--- src/rtl/xbus_pkg.sv ---
package xbus_pkg;
  typedef enum logic [1:0] {
    K_PROG = 2'b00,
    K_DRD  = 2'b01,
    K_DWR  = 2'b10,
    K_NONE = 2'b11
  } xkind_e;

  localparam int unsigned BASE_LEN  = 6;  // periods in a cycle without waits
  localparam int unsigned ADDR_LAST = 2;  // last period the low address is driven
  localparam int unsigned STB_FIRST = 3;  // first strobe-low period
endpackage

--- src/rtl/xbus_phase_ctr.sv ---
module xbus_phase_ctr #(
  parameter int unsigned WAIT_W = 3,
  parameter int unsigned CNT_W  = 4
) (
  input  logic              clk,
  input  logic              rst_n,
  input  logic              start,
  input  logic [WAIT_W-1:0] wait_in,
  output logic              active,
  output logic [CNT_W-1:0]  cnt,
  output logic              last
);
  import xbus_pkg::*;

  logic [WAIT_W-1:0] wait_q;
  logic [CNT_W-1:0]  last_idx;

  assign last_idx = CNT_W'(BASE_LEN - 1) + CNT_W'(wait_q);
  assign last     = active && (cnt == last_idx);

  always_ff @(posedge clk or negedge rst_n) begin
    if (!rst_n) begin
      active <= 1'b0;
      cnt    <= '0;
      wait_q <= '0;
    end else if (start) begin
      active <= 1'b1;
      cnt    <= '0;
      wait_q <= wait_in;
    end else if (last) begin
      active <= 1'b0;
      cnt    <= '0;
    end else if (active) begin
      cnt <= cnt + 1'b1;
    end
  end
endmodule

--- src/rtl/xbus_strobe_gen.sv ---
module xbus_strobe_gen #(
  parameter int unsigned CNT_W = 4
) (
  input  logic             active,
  input  logic [CNT_W-1:0] cnt,
  input  logic [1:0]       kind,
  output logic             ale,
  output logic             in_strobe,
  output logic             psen_n,
  output logic             rd_n,
  output logic             wr_n
);
  import xbus_pkg::*;

  always_comb begin
    ale       = active && (cnt < CNT_W'(ADDR_LAST));
    in_strobe = active && (cnt >= CNT_W'(STB_FIRST));
    psen_n    = !(in_strobe && (kind == K_PROG));
    rd_n      = !(in_strobe && (kind == K_DRD));
    wr_n      = !(in_strobe && (kind == K_DWR));
  end
endmodule

--- src/rtl/xbus_port_mux.sv ---
module xbus_port_mux #(
  parameter int unsigned CNT_W  = 4,
  parameter int unsigned DATA_W = 8
) (
  input  logic              active,
  input  logic [CNT_W-1:0]  cnt,
  input  logic              in_strobe,
  input  logic [1:0]        kind,
  input  logic [DATA_W-1:0] addr_lo,
  input  logic [DATA_W-1:0] wdata,
  output logic              ad_oe,
  output logic [DATA_W-1:0] ad_out
);
  import xbus_pkg::*;

  logic addr_phase;
  logic wr_phase;

  always_comb begin
    addr_phase = active && (cnt >= CNT_W'(1)) && (cnt <= CNT_W'(ADDR_LAST));
    wr_phase   = in_strobe && (kind == K_DWR);
    ad_oe      = addr_phase || wr_phase;
    if (addr_phase)    ad_out = addr_lo;
    else if (wr_phase) ad_out = wdata;
    else               ad_out = '0;
  end
endmodule

--- src/rtl/xbus_capture.sv ---
module xbus_capture #(
  parameter int unsigned DATA_W = 8
) (
  input  logic              clk,
  input  logic              rst_n,
  input  logic              last,
  input  logic              is_read,
  input  logic [DATA_W-1:0] ad_in,
  output logic              rsp_valid,
  output logic [DATA_W-1:0] rsp_data
);
  always_ff @(posedge clk or negedge rst_n) begin
    if (!rst_n) begin
      rsp_valid <= 1'b0;
      rsp_data  <= '0;
    end else begin
      rsp_valid <= last;
      if (last && is_read) rsp_data <= ad_in;
    end
  end
endmodule

--- src/rtl/xbus_seq.sv ---
module xbus_seq #(
  parameter int unsigned WAIT_W = 3,
  parameter int unsigned ADDR_W = 16,
  parameter int unsigned DATA_W = 8
) (
  input  logic                     clk,
  input  logic                     rst_n,
  input  logic [WAIT_W-1:0]        cfg_wait,
  input  logic                     req_valid,
  output logic                     req_ready,
  input  logic [1:0]               req_kind,
  input  logic [ADDR_W-1:0]        req_addr,
  input  logic [DATA_W-1:0]        req_wdata,
  output logic                     rsp_valid,
  output logic [DATA_W-1:0]        rsp_data,
  output logic                     busy,
  output logic                     ale,
  output logic                     psen_n,
  output logic                     rd_n,
  output logic                     wr_n,
  output logic [ADDR_W-DATA_W-1:0] addr_hi,
  output logic [DATA_W-1:0]        ad_out,
  output logic                     ad_oe,
  input  logic [DATA_W-1:0]        ad_in
);
  import xbus_pkg::*;

  localparam int unsigned MAX_LEN = BASE_LEN + (1 << WAIT_W) - 1;
  localparam int unsigned CNT_W   = $clog2(MAX_LEN);

  logic              active, last, in_strobe, fire;
  logic [CNT_W-1:0]  cnt;
  logic [1:0]        kind_q;
  logic [ADDR_W-1:0] addr_q;
  logic [DATA_W-1:0] wdata_q;

  assign req_ready = !active || last;
  assign fire      = req_valid && req_ready && (req_kind != K_NONE);
  assign busy      = active;
  assign addr_hi   = addr_q[ADDR_W-1:DATA_W];

  always_ff @(posedge clk or negedge rst_n) begin
    if (!rst_n) begin
      kind_q  <= K_NONE;
      addr_q  <= '0;
      wdata_q <= '0;
    end else if (fire) begin
      kind_q  <= req_kind;
      addr_q  <= req_addr;
      wdata_q <= req_wdata;
    end
  end

  xbus_phase_ctr #(.WAIT_W(WAIT_W), .CNT_W(CNT_W)) ctr_i (
    .clk(clk), .rst_n(rst_n), .start(fire), .wait_in(cfg_wait),
    .active(active), .cnt(cnt), .last(last)
  );

  xbus_strobe_gen #(.CNT_W(CNT_W)) stb_i (
    .active(active), .cnt(cnt), .kind(kind_q), .ale(ale),
    .in_strobe(in_strobe), .psen_n(psen_n), .rd_n(rd_n), .wr_n(wr_n)
  );

  xbus_port_mux #(.CNT_W(CNT_W), .DATA_W(DATA_W)) mux_i (
    .active(active), .cnt(cnt), .in_strobe(in_strobe), .kind(kind_q),
    .addr_lo(addr_q[DATA_W-1:0]), .wdata(wdata_q),
    .ad_oe(ad_oe), .ad_out(ad_out)
  );

  xbus_capture #(.DATA_W(DATA_W)) cap_i (
    .clk(clk), .rst_n(rst_n), .last(last),
    .is_read(kind_q != K_DWR), .ad_in(ad_in),
    .rsp_valid(rsp_valid), .rsp_data(rsp_data)
  );
endmodule

--- config.mk ---
export PLATFORM = sky130hd
export DESIGN_NAME = xbus_seq
export DESIGN_NICKNAME = d
export VERILOG_FILES = /design/src/rtl/xbus_pkg.sv /design/src/rtl/xbus_phase_ctr.sv /design/src/rtl/xbus_strobe_gen.sv /design/src/rtl/xbus_port_mux.sv /design/src/rtl/xbus_capture.sv /design/src/rtl/xbus_seq.sv
export SDC_FILE = /design/constraint.sdc
export NUM_CORES = 1
export LEC_CHECK = 0
export ABC_AREA = 1
export BUFFER_PORTS_ARGS = -buffer_cell sky130_fd_sc_hd__buf_2
export CORE_MARGIN = 2
export CORE_UTILIZATION = 40
export DETAILED_ROUTE_END_ITERATION = 16
export PLACE_DENSITY_LB_ADDON = 0.3
export SLEW_MARGIN = 40
export SYNTH_ARGS = -nofsm -noshare
export SYNTH_HDL_FRONTEND = slang
export SYNTH_HIERARCHICAL = 1
export SYNTH_SLANG_ARGS = --single-unit
--- constraint.sdc ---
create_clock -name clk -period 4.05 [get_ports clk]
set_clock_uncertainty 0.05 [all_clocks]
set_input_delay 0.405 -clock clk [delete_from_list [all_inputs] [get_ports clk]]
set_output_delay 0.405 -clock clk [all_outputs]
set_load 0.005 [all_outputs]
# Word-level counts from Yosys, hierarchy flattened

Index checks and enable logic that the tools add are counted.

Add/sub/neg operators: 2
Magnitude comparators: 4
Eq/ne operators: 5
Mux-type cells: 7
Reduce and logical (&&, ||, !) cells: 20

Operators by type and width:

| cell                                                        | number |
|---|---|
| 2-to-1 mux 8 bit                                            | 2 |
| 2-to-1 mux 4 bit                                            | 3 |
| logical AND 1 bit                                           | 11 |
| adder 3 x 3 -> 4 bit (first input constant)                 | 1 |
| adder 4 x 1 -> 4 bit (second input constant)                | 1 |
| equality test 4 bit                                         | 1 |
| >= comparator 4 x 1 -> 1 bit (second input constant)        | 1 |
| >= comparator 4 x 2 -> 1 bit (second input constant)        | 1 |
| <= comparator 4 x 2 -> 1 bit (second input constant)        | 1 |
| zero test 1 bit                                             | 4 |
| less-than comparator 4 x 2 -> 1 bit (second input constant) | 1 |
| != test 2 bit (second input constant)                       | 2 |
| nonzero test 3 bit                                          | 1 |
| equality test 2 x 1 -> 1 bit (second input constant)        | 1 |
| equality test 2 bit (second input constant)                 | 1 |
| zero test 2 bit                                             | 1 |
| logical OR 1 bit                                            | 2 |
| 2-to-1 mux 1 bit                                            | 2 |
| nonzero test 2 bit                                          | 1 |

Register bits after elaboration: 43
Input port bits: 40
Output and inout bits: 32
Logic and storage cells: 46

# Logic depth before layout (Yosys ltp)

Gate-level depths: netlist of run 1.

Depth in word-level cells: 7
Gate-level depth with buffers: 15
Depth with buffers taken out: 14

# Cells and area by module

The synthesis of run 1 kept the hierarchy.

By module, submodules not included:

| module          | instances | cells an instance | area each (um^2) | seq. area each (um^2) |
|---|---|---|---|---|
| xbus_seq        | 1         | 128               | 1217.4           | 653.1 |
| xbus_phase_ctr  | 1         | 62                | 486.7            | 200.2 |
| xbus_capture    | 1         | 36                | 367.9            | 225.2 |
| xbus_port_mux   | 1         | 52                | 250.2            | 0.0 |
| xbus_strobe_gen | 1         | 14                | 72.6             | 0.0 |

# Worst setup path after synthesis of run 1

OpenSTA, ideal clock, no wires.

Path type: register to register
Start point: reg ctr_i.wait_q[0]
End point: reg ctr_i.cnt[0]
Setup time: 120 ps
Arrival: 1996 ps
Required time: 3880 ps
Slack: 1884 ps
Stages on the path, launching flop included: 16
Path buffers: 1
Clock period less this slack: 2166 ps
Cell sequence: dfrtp_1 > ha_1 > inv_1 > nand2_1 > nand2_1 > nor2_4 > nand4_2 > inv_1 > inv_1 > nand2_4 > nand3_4 > buf_12 > inv_1 > inv_1 > nand4_1 > nand2_1

Cells in the longest elaborated chain, start to end: 7
Elaborated cells between the ends (all ways): 9
Those cells by class: 1 x add/sub; 1 x eq/ne; 2 x mux; 5 x reduce/logical

Ends and longest elaborated chain:

| item                                                                           | RTL line             | source |
|---|---|---|
| start, declared                                                                | xbus_phase_ctr.sv:15 | `logic [WAIT_W-1:0] wait_q;` |
| start signal, assigned                                                         | xbus_phase_ctr.sv:29 | `wait_q <= wait_in;` |
| adder 3 x 3 -> 4 bit (*)                                                       | xbus_phase_ctr.sv:18 | `assign last_idx = CNT_W'(BASE_LEN - 1) + CNT_W'(wait_q);` |
| equality test 4 bit (*)                                                        | xbus_phase_ctr.sv:19 | `assign last = active && (cnt == last_idx);` |
| logical AND 1 bit (*)                                                          | xbus_phase_ctr.sv:19 |  |
| named net last                                                                 | xbus_seq.sv:31       | `logic active, last, in_strobe, fire;` |
| logical OR 1 bit (*)                                                           | xbus_seq.sv:37       | `assign req_ready = !active \|\| last;` |
| logical AND 1 bit (*) (2 in a row)                                             | xbus_seq.sv:38       | `assign fire = req_valid && req_ready && (req_kind != K_NONE);` |
| named net fire                                                                 | xbus_seq.sv:31       |  |
| nonzero test 3 bit (no source line) / 2-to-1 mux 4 bit (equally long branches) | --                   |  |
| end signal, assigned                                                           | xbus_phase_ctr.sv:34 | `cnt <= cnt + 1'b1;` |
| end, declared                                                                  | xbus_phase_ctr.sv:10 | `output logic [CNT_W-1:0] cnt,` |

Mark *: on every way through the listed nets, which the timed path passes. The rest lies on a longest branch.
A chain may end at the register's enable or synchronous reset.

# Worst setup path in the final report of run 1

Same ends and word-level chain as after synthesis.

==> results.sh, run 1 <==
export IMPL_clkTransAtPathRegs_ps=70
export IMPL_vias_per_cell=4.78
export IMPL_ys_ff_latch=43
export IMPL_hpwl_mm=3.56
export IMPL_place_congestion=0.785
export IMPL_p_per_area_mw_per_mm2=701
export IMPL_htree_num_levels=2
export IMPL_outcome="finished, final reports clean"
export IMPL_yosys_area_top_type="dfrtp_1"
export IMPL_worst_setup_path_start_kind="register"
export IMPL_die_h_um=81.4
export IMPL_critPathMostFrequentCell="inv_1"
export IMPL_critPathSlowestCell="dfrtp_1"
export IMPL_avgSynthCellArea_um2=8.20
export IMPL_synth_common_cells="nand2_1, dfrtp_1, nand4_1, inv_1, nand3_1"
export IMPL_die_x_um=81.4
export IMPL_end_kind="register"
export IMPL_p_leak_nw=1.55
export IMPL_setup_viol=0
export IMPL_fin_crit_ps=3060
export IMPL_synth_top_area_share_pct=42.8
export IMPL_drt_iter0_markers=109
export IMPL_synthTopCellsByArea="dfrtp_1, nand2_1, nand4_1"
export IMPL_synthesis_nets=334
export IMPL_ant_nets=0
export IMPL_grt_pass1_wl_mm=8.63
export IMPL_maxSlewHeadroom_pct=63.9
export IMPL_grt_start_max_net_pins=44
export IMPL_netlist_instances=292
export IMPL_required_ps=4180
export IMPL_ios=72
export IMPL_post_cts_resized=0
export IMPL_port_buffers=71
export IMPL_netlist_area_mm2=0.00239
export IMPL_min_period_over_period_pct=75.5
export IMPL_dieArea_mm2=0.00662
export IMPL_cts_tree="built"
export IMPL_setup_tns_ps=0
export IMPL_grt_pass1_vias=1864
export IMPL_antenna_found_initial=0
export IMPL_grt_use_total_pct=16.9
export IMPL_totalWireLength_mm=5.09
export IMPL_top_usage_layer="met2"
export IMPL_holdBufCountCts=0
export IMPL_whs_ps=37.4
export IMPL_clock_sinks=43
export IMPL_seq_area_frac_synth_pct=45.0
export IMPL_fin_nets=393
export IMPL_synth_most_common_cell="nand2_1"
export IMPL_overflow=0
export IMPL_gr_usage_met2_pct=28.0
export IMPL_synth_edf_count=0
export IMPL_arrival_ps=3190
export IMPL_diodes=0
export IMPL_hold_path_class="input port to asynchronous set/reset pin"
export IMPL_wire_per_inst_um=11.9
export IMPL_drive_gt1_share_pct=32.7
export IMPL_core_area_mm2=0.00585
export IMPL_finalHoldViolations=0
export IMPL_worst_pin_slew_ps=541
export IMPL_placementRows=28
export IMPL_grt_use_met1_pct=21.8
export IMPL_drv_slew=0
export IMPL_drc=0
export IMPL_yosys_warnings=6
export IMPL_start_util_pct=40.9
export IMPL_power_w=0.00195
export IMPL_cp_cell_sequence="ha_1, inv_1, nand2_1, nand2_1, nor2_4, nand4_2, inv_1, inv_1, nand2_4, nand3_4, inv_1, inv_1, nand4_1, nand2_1"
export IMPL_drv_cap=0
export IMPL_postCtsSetupBuffers=0
export IMPL_cts_path_max_buffers=2
export IMPL_dp_slack_ps=980
export IMPL_async_reset_ff_share_pct=100
export IMPL_cts_inserted_buffers=5
export IMPL_irDropWorstVdd_v=0.000246
export IMPL_grt_util_met3_pct=4.67
export IMPL_fin_ws_ps=994
export IMPL_vias=2042
export IMPL_critPathKind="register to register"
export IMPL_synthFlopType="dfrtp_1"
export IMPL_critical_path_max_stage_delay_ps=420
export IMPL_rsz0062_at_grt="false"
export IMPL_worstPathMaxFanout=28
export IMPL_syn2layout_area_growth_pct=16.4
export IMPL_clk_latency_ps=290
export IMPL_final_util_pct=47.6
export IMPL_fmax_mhz=327
export IMPL_drt_pass1_iterations=4
export IMPL_ys_types=26
export IMPL_cts_root_buf="clkbuf_8"
-- per-layer routing --
| layer | routed length, um | vias up |
|---|---|---|
| li1 | - | 1052 |
| met1 | 2310 | 937 |
| met2 | 2430 | 48 |
| met3 | 291 | 5 |
| met4 | 49 | 0 |
| met5 | 0 | - |
-- final timing paths --
path,from,end,slack (ps),cells past startpoint
setup / recovery,ctr_i/wait_q[0],ctr_i/cnt[0],990,14
hold / removal,rst_n,ctr_i/wait_q[2],40,1
setup reg to reg,ctr_i/wait_q[0],ctr_i/cnt[0],990,14
hold reg to reg,cap_i/rsp_data[1],cap_i/rsp_data[1],420,2
max in group asynchronous,rst_n,kind_q[0],3520,1
min in group clk,cfg_wait[1],ctr_i/wait_q[1],270,3
-- cell usage in the layout, fill, tap and decap left out --
master | Yosys | routed
nand2_2 | 20 | 20
buf_2 | 6 | 70
inv_2 | 2 | 2
inv_1 | 24 | 24
ha_1 | 2 | 2
clkbuf_8 | 0 | 6
o21ai_0 | 2 | 2
nand3b_1 | 1 | 1
nand2_4 | 4 | 4
a21boi_1 | 1 | 1
buf_4 | 9 | 1
xor2_1 | 2 | 2
clkbuf_1 | 0 | 1
nand2_8 | 1 | 1
clkinv_2 | 0 | 1
nor2_8 | 1 | 1
nand3_2 | 2 | 2
nand4_2 | 1 | 1
nor2_4 | 2 | 2
nand4_1 | 29 | 29
nand3_1 | 21 | 21
nand2_1 | 99 | 99
nor2_1 | 14 | 14
dfrtp_1 | 41 | 41
nor2_2 | 1 | 1
nand3_4 | 1 | 1
dfstp_2 | 2 | 2
-- kinds of logic after synthesis --
| group | Yosys count | synth area share [%] |
|---|---|---|
| AOI/OAI and AO/OA | 3 | 0.732 |
| xor gates and xnor gates | 2 | 0.732 |
| adders and majority gates | 2 | 1.04 |
| buffers and inverters | 45 | 10.4 |
| DFF | 43 | 45.0 |
| and+or+nand+nor | 197 | 42.1 |
-- registers in the layout, indices dropped and copies added (netlist names) --
signal / cells
wdata_q: 8
ctr_i/wait_q: 3
addr_q: 16
kind_q: 2
cap_i/rsp_valid: 1
ctr_i/active: 1
ctr_i/cnt: 4
cap_i/rsp_data: 8
-- where the power goes --
part	total, W	switching (W)	internal, W	leakage (nW)
registers	0.000805	0.000170	0.000635	0.528
clock network	0.000280	0.000142	0.000138	0.0482
logic	0.000867	0.000526	0.000341	0.970
total	0.00195	0.000838	0.00111	1.55
-- per-stage QoR --
step	cells	cell area, um2
detailed placement	419	2700
CTS	427	2790
floorplan	292	2390
finish	427	2790
global placement	419	2690
global route	427	2790
-- worst max-delay path, delay by kind of cell (launching register included) --
family	cells	cell delay [ps]
AND/OR/NAND/NOR	8	1170
buffers and inverters	5	1000
flip-flops	1	420
adder cells (fa/ha/maj)	1	310
-- area by class of cell --
type	instances	area, um2
clock buffers	7	86.3
inverters	26	97.6
clock inverters	1	5.00
flip-flops and latches	43	1080
multi-input cells	204	1070
repair buffers	71	358
fillers	594	3060
well taps	75	93.8
No activity file was read; power rests on OpenSTA's default activity.
==> run 2, diff against run 1 <==
- ABC_AREA: 1 -> 0
- clock period: 4.05 -> 2.6 ns (I/O delays scaled with it)
==> run 2 against run 1 <==
- synthesized cell count is 44% lower
- die area is 10% lower
- sequential power is 58% higher
- area after synthesis is 11% lower
- combinational power is 91% higher
- worst hold slack better by 110 ps
- critical endpoint is now ctr_i/wait_q[2]
- largest cell class unchanged
- largest power group unchanged
==> results.sh, run 2 <==
export IMPL_power_frac_comb_pct=48.3
export IMPL_grt_pass1_wl_mm=6.92
export IMPL_fmax_mhz=425
export IMPL_p_clk_share_pct=14.6
export IMPL_synthTopCellsByArea="dfrtp_1, mux2_4, mux2_2"
export IMPL_top_usage_layer="met2"
export IMPL_vias=1449
export IMPL_grt_use_total_pct=14.7
export IMPL_seq_area_frac_synth_pct=50.4
export IMPL_placementRows=26
export IMPL_synth_most_common_cell="dfrtp_1"
export IMPL_setup_tns_ps=0
export IMPL_synth_edf_count=0
export IMPL_ios=72
export IMPL_path_depth=8
export IMPL_cts_tree="built"
export IMPL_vias_per_cell=4.75
export IMPL_hpwl_mm=3.04
export IMPL_irDropWorstVdd_v=0.000548
export IMPL_start_util_pct=41.6
export IMPL_cts_inserted_buffers=5
export IMPL_totalWireLength_mm=4.19
export IMPL_largest_register="addr_q"
export IMPL_place_area_mm2=0.00257
export IMPL_place_inst=296
export IMPL_finalHoldViolations=0
export IMPL_yosys_warnings=6
export IMPL_synth_common_cells="dfrtp_1, mux2_2, mux2_4, nand2_1, inv_1"
export IMPL_ys_ff_latch=43
export IMPL_clk_latency_ps=290
export IMPL_holdBufCountCts=1
export IMPL_fillCellCount=498
export IMPL_mostFrequentLayoutCells="buf_2, dfrtp_1, mux2_4, mux2_2, nand2_1"
export IMPL_layout_commonest_cell="buf_2"
export IMPL_p_switching_w=0.00114
export IMPL_avgSynthCellArea_um2=13.1
export IMPL_instances_no_fill=305
export IMPL_p_leak_nw=1.39
export IMPL_die_h_um=77.1
export IMPL_htree_num_levels=2
export IMPL_hold_depth=2
export IMPL_syn2layout_area_growth_pct=25.8
export IMPL_synthFlopType="dfrtp_1"
export IMPL_synthesis_nets=205
export IMPL_seq_area_mm2=0.00108
export IMPL_async_reset_ff_share_pct=100
export IMPL_outcome="finished, final reports clean"
export IMPL_cp_num_buf_inv=1
export IMPL_port_buffers=71
export IMPL_drc=0
export IMPL_critical_path_max_stage_delay_ps=450
export IMPL_grt_pass1_vias=1504
export IMPL_wire_per_inst_um=13.8
export IMPL_diodes=0
export IMPL_cp_top_family="flip-flops"
export IMPL_p_per_area_mw_per_mm2=1280
export IMPL_ant_nets=0
export IMPL_antenna_found_initial=0
export IMPL_dieArea_mm2=0.00595
export IMPL_setup_viol=0
export IMPL_critPathSlowestCell="dfrtp_1"
export IMPL_fin_crit_ps=2350
export IMPL_core_area_mm2=0.00514
export IMPL_netlist_area_mm2=0.00214
export IMPL_die_x_um=77.1
export IMPL_maxSlewHeadroom_pct=61.1
export IMPL_clock_sinks=43
export IMPL_final_cell_area_mm2=0.00269
export IMPL_overflow=0
export IMPL_worst_pin_slew_ps=581
export IMPL_rsz0062_at_grt="false"
export IMPL_pwr_share_seq_pct=37.0
export IMPL_clkTransAtPathRegs_ps=80
export IMPL_grt_start_max_net_pins=44
export IMPL_drive_gt1_share_pct=56.2
export IMPL_synth_top_area_share_pct=48.0
export IMPL_grt_util_met3_pct=4.00
export IMPL_post_cts_resized=0
export IMPL_arrival_ps=2480
export IMPL_internal_power_w=0.00229
export IMPL_ys_types=34
export IMPL_cts_root_buf="clkbuf_8"
export IMPL_cp_cell_sequence="ha_4, xor2_2, a2111oi_4, and2_4, nand2b_4, nand3_4, inv_2, mux2_2"
export IMPL_gr_usage_met2_pct=24.3
export IMPL_multi_input_area_um2=960
export IMPL_netlist_instances=163
export IMPL_drt_pass1_iterations=4
export IMPL_critPathKind="register to register"
export IMPL_postCtsSetupBuffers=0
export IMPL_p_sw_share_pct=33.3
export IMPL_worst_setup_path_start_kind="register"
export IMPL_drv_slew=0
export IMPL_cts_path_max_buffers=2
export IMPL_place_congestion=0.835
export IMPL_largest_reg_flops=16
export IMPL_end_kind="register"
export IMPL_required_ps=2730
export IMPL_grt_use_met1_pct=18.5
export IMPL_top_regs="addr_q x16, cap_i/rsp_data x8, wdata_q x8"
export IMPL_fin_nets=276
export IMPL_drv_cap=0
export IMPL_worst_r2r_path_depth=8
export IMPL_power_w=0.00343
export IMPL_min_period_over_period_pct=90.4
export IMPL_yosys_area_top_type="dfrtp_1"
export IMPL_worstPathMaxFanout=10
export IMPL_drt_iter0_markers=44
export IMPL_hold_path_class="input port to register"
run 2: cell types whose count changed in the layout (fill, tap and decap cells not counted), moves of 8 or more:
| cell | previous run | this run |
|---|---|---|
| nand2_1 | 99 | 16 |
| nand4_1 | 29 | 1 |
| mux2_2 | 0 | 19 |
| mux2_4 | 0 | 19 |
| nand2_2 | 20 | 1 |
| nand3_1 | 21 | 2 |
| inv_1 | 24 | 10 |
| nor2_1 | 14 | 3 |
| mux2i_1 | 0 | 8 |
run 2: cells by family after synthesis:
family / count (synthesis) / synth area share [%]
adders and majority gates: 2 / 1.17
DFF: 43 / 50.4
xor gates and xnor gates: 5 / 2.05
AOI/OAI and AO/OA: 8 / 3.22
and+or+nand+nor: 35 / 9.36
buffers and inverters: 24 / 6.72
muxes: 46 / 27.1
run 2: worst reg2reg max path, stage by stage (launching register included):
cell,delay [ps]
dfrtp_1,450
ha_4,250
xor2_2,180
a2111oi_4,360
and2_4,210
nand2b_4,130
nand3_4,90
inv_2,170
mux2_2,360
run 2: cell type report:
type / count / share of cell area, %
repair buffers: 77 / 15.5
well taps: 70 / 3.25
clock inverters: 1 / 1.12
multi-input cells: 96 / 35.7
flip-flops and latches: 43 / 40.1
inverters: 11 / 1.53
clock buffers: 7 / 2.84
run 2: routing by layer:
metal	vias up	wire, um
met4	0	38
met3	4	252
met5	-	0
met2	44	2050
li1	693	-
met1	708	1850
run 2: worst paths after layout:
kind | to | slack (ps) | start
setup / recovery | ctr_i/wait_q[2] | 250 | ctr_i/wait_q[0]
setup reg to reg | ctr_i/wait_q[2] | 250 | ctr_i/wait_q[0]
hold reg to reg | addr_q[12] | 460 | addr_q[12]
max in group asynchronous | wdata_q[1] | 1670 | rst_n
hold / removal | cap_i/rsp_data[0] | 140 | ad_in[0]
min in group asynchronous | cap_i/rsp_data[0] | 450 | rst_n
run 2: metrics by stage:
step	util [%]	hold WS, ps	setup WS [ps]
after global placement	50.0	418	302
after global routing	52.4	130	104
after floorplan	-	-85.6	7.78
final	52.4	145	248
after detailed placement	50.1	238	256
after CTS	52.4	130	243
run 2: power groups by stage:
stage               clock [W]  sequential (W)  combinational [W]
floorplan                   0         0.00125            0.00128
global placement            0         0.00128            0.00164
detailed placement          0         0.00128            0.00168
CTS                  0.000526         0.00127            0.00169
global route         0.000545         0.00133            0.00182
finish               0.000503         0.00127            0.00166
==> run 3, diff against run 2 <==
- CORE_UTILIZATION: 40 -> 50
- clock period: 2.6 -> 2.23 ns (I/O delays scaled with it)
==> run 3 against run 2 <==
- the run now ends with setup timing left
- flip-flop and latch count is the same
- count of clock-buffer cells in the layout shrank 1
- sequential share of layout area shrank 1.9 points
- register-to-register slack lost 300 ps
- combinational power grew 33%
- utilization grew 17 points
- fmax grew 3.2%
- critical endpoint is now addr_q[1]
- highest routed layer unchanged
==> results.sh, run 3 (synthesis gave the netlist of run 2 again) <==
export IMPL_top_regs="addr_q x16, cap_i/rsp_data x8, wdata_q x8"
export IMPL_largest_reg_flops=16
export IMPL_critPathKind="register to register"
export IMPL_rsz0062_at_grt="true"
export IMPL_ios=72
export IMPL_drv_slew=0
export IMPL_ant_nets=0
export IMPL_grt_use_total_pct=19.4
export IMPL_drive_gt1_share_pct=60.1
export IMPL_clkTransAtPathRegs_ps=80
export IMPL_critical_path_max_stage_delay_ps=420
export IMPL_final_util_pct=69.6
export IMPL_wire_per_inst_um=14.4
export IMPL_diodes=0
export IMPL_clk_latency_ps=290
export IMPL_hold_depth=2
export IMPL_vias=1468
export IMPL_grt_pass1_wl_mm=7.24
export IMPL_maxSlewHeadroom_pct=66.7
export IMPL_path_depth=8
export IMPL_placementRows=23
export IMPL_overflow=0
export IMPL_worstPathMaxFanout=26
export IMPL_hold_path_class="input port to register"
export IMPL_worst_r2r_path_depth=8
export IMPL_fillCellCount=304
export IMPL_place_congestion=0.768
export IMPL_grt_pass1_vias=1487
export IMPL_htree_num_levels=2
export IMPL_fin_nets=289
export IMPL_critPathSlowestCell="dfrtp_1"
export IMPL_cts_tree="built"
export IMPL_die_h_um=69.4
export IMPL_arrival_ps=2410
export IMPL_rrSetupSlack_ps=-50
export IMPL_fin_crit_ps=2280
export IMPL_p_per_area_mw_per_mm2=1520
export IMPL_drt_iter0_markers=74
export IMPL_hpwl_mm=3.11
export IMPL_drc=0
export IMPL_start_util_pct=52.7
export IMPL_totalWireLength_mm=4.29
export IMPL_power_w=0.00428
export IMPL_setup_viol=29
export IMPL_antenna_found_initial=0
export IMPL_cp_top_family="flip-flops"
export IMPL_multi_input_area_mm2=0.00101
export IMPL_port_buffers=71
export IMPL_required_ps=2360
export IMPL_cp_cell_sequence="ha_4, xor2_2, a2111oi_4, and2_4, nand2b_4, nand3_4, buf_12, mux2_4"
export IMPL_p_leak_nw=1.49
export IMPL_die_x_um=69.4
export IMPL_fmax_mhz=439
export IMPL_vias_per_cell=4.93
export IMPL_cp_num_buf_inv=1
export IMPL_worst_pin_slew_ps=500
export IMPL_cts_inserted_buffers=5
export IMPL_grt_start_max_net_pins=27
export IMPL_largest_register="addr_q"
export IMPL_syn2layout_area_growth_pct=32.0
export IMPL_mostFrequentLayoutCells="buf_2, dfrtp_1, mux2_4"
export IMPL_finalHoldViolations=0
export IMPL_layout_commonest_cell="buf_2"
export IMPL_dieArea_mm2=0.00482
export IMPL_drt_pass1_iterations=4
export IMPL_end_kind="register"
export IMPL_worst_setup_path_start_kind="register"
export IMPL_violations="setup timing"
export IMPL_cts_path_max_buffers=2
export IMPL_cts_root_buf="clkbuf_8"
export IMPL_fin_ws_ps=-48.8
export IMPL_final_cell_area_mm2=0.00283
export IMPL_irDropWorstVdd_v=0.000727
export IMPL_outcome="complete, but fails checks"
export IMPL_place_area_mm2=0.00265
export IMPL_drv_cap=0
export IMPL_min_period_over_period_pct=102
export IMPL_core_area_mm2=0.00406
export IMPL_clock_sinks=43
export IMPL_seq_area_mm2=0.00108
## run 3: worst paths after layout
check / startpoint / endpoint
worst max-delay path: ctr_i/wait_q[1] / addr_q[1]
worst min register to register: cap_i/rsp_data[4] / cap_i/rsp_data[4]
min in group asynchronous: rst_n / ctr_i/wait_q[2]
worst min-delay path: req_addr[8] / addr_q[8]
worst max register to register: ctr_i/wait_q[1] / addr_q[1]
max in group asynchronous: rst_n / kind_q[1]
## run 3: final cells by class
cell class,count,area share [%]
clock buffers,6,2.92
clock inverters,2,1.24
inverters,11,1.46
multi-input cells,97,35.7
flip-flops and latches,43,38.2
well taps,50,2.21
repair buffers,89,18.3
## run 3: repair_timing
item                                   4_1_cts  5_1_grt
setup endpoints to repair                   40       46
gates resized for setup                      4        1
endpoints found under the hold margin       20        0
setup buffers                                2        0
hold buffers                                 1        0
cloned                                       1        0
## run 3: per-layer routing
metal,vias to the layer above,global-route usage (%),share of wire (%)
met5,-,0,0
met4,0,5.23,0.40
met3,2,6.69,7.6
met2,51,29.9,47
met1,695,26.2,45
li1,720,-,-
## run 3: metrics by stage
stage / worst slack, ps / hold slack, ps / TNS, ps / std cells
finish: -48.8 / 104 / -946 / 298
global route: -123 / 90.7 / -3570 / 298
CTS: -48.8 / 92.7 / -1020 / 298
detailed placement: -43.3 / 159 / -757 / 286
global placement: 24.5 / 156 / 0 / 286
floorplan: -343 / -123 / -4860 / 163
## run 3: where the power goes
group / internal, W / switching [W]
sequential: 0.00119 / 0.000273
combinational: 0.00132 / 0.000882
clock: 0.000362 / 0.000259
total: 0.00287 / 0.00141
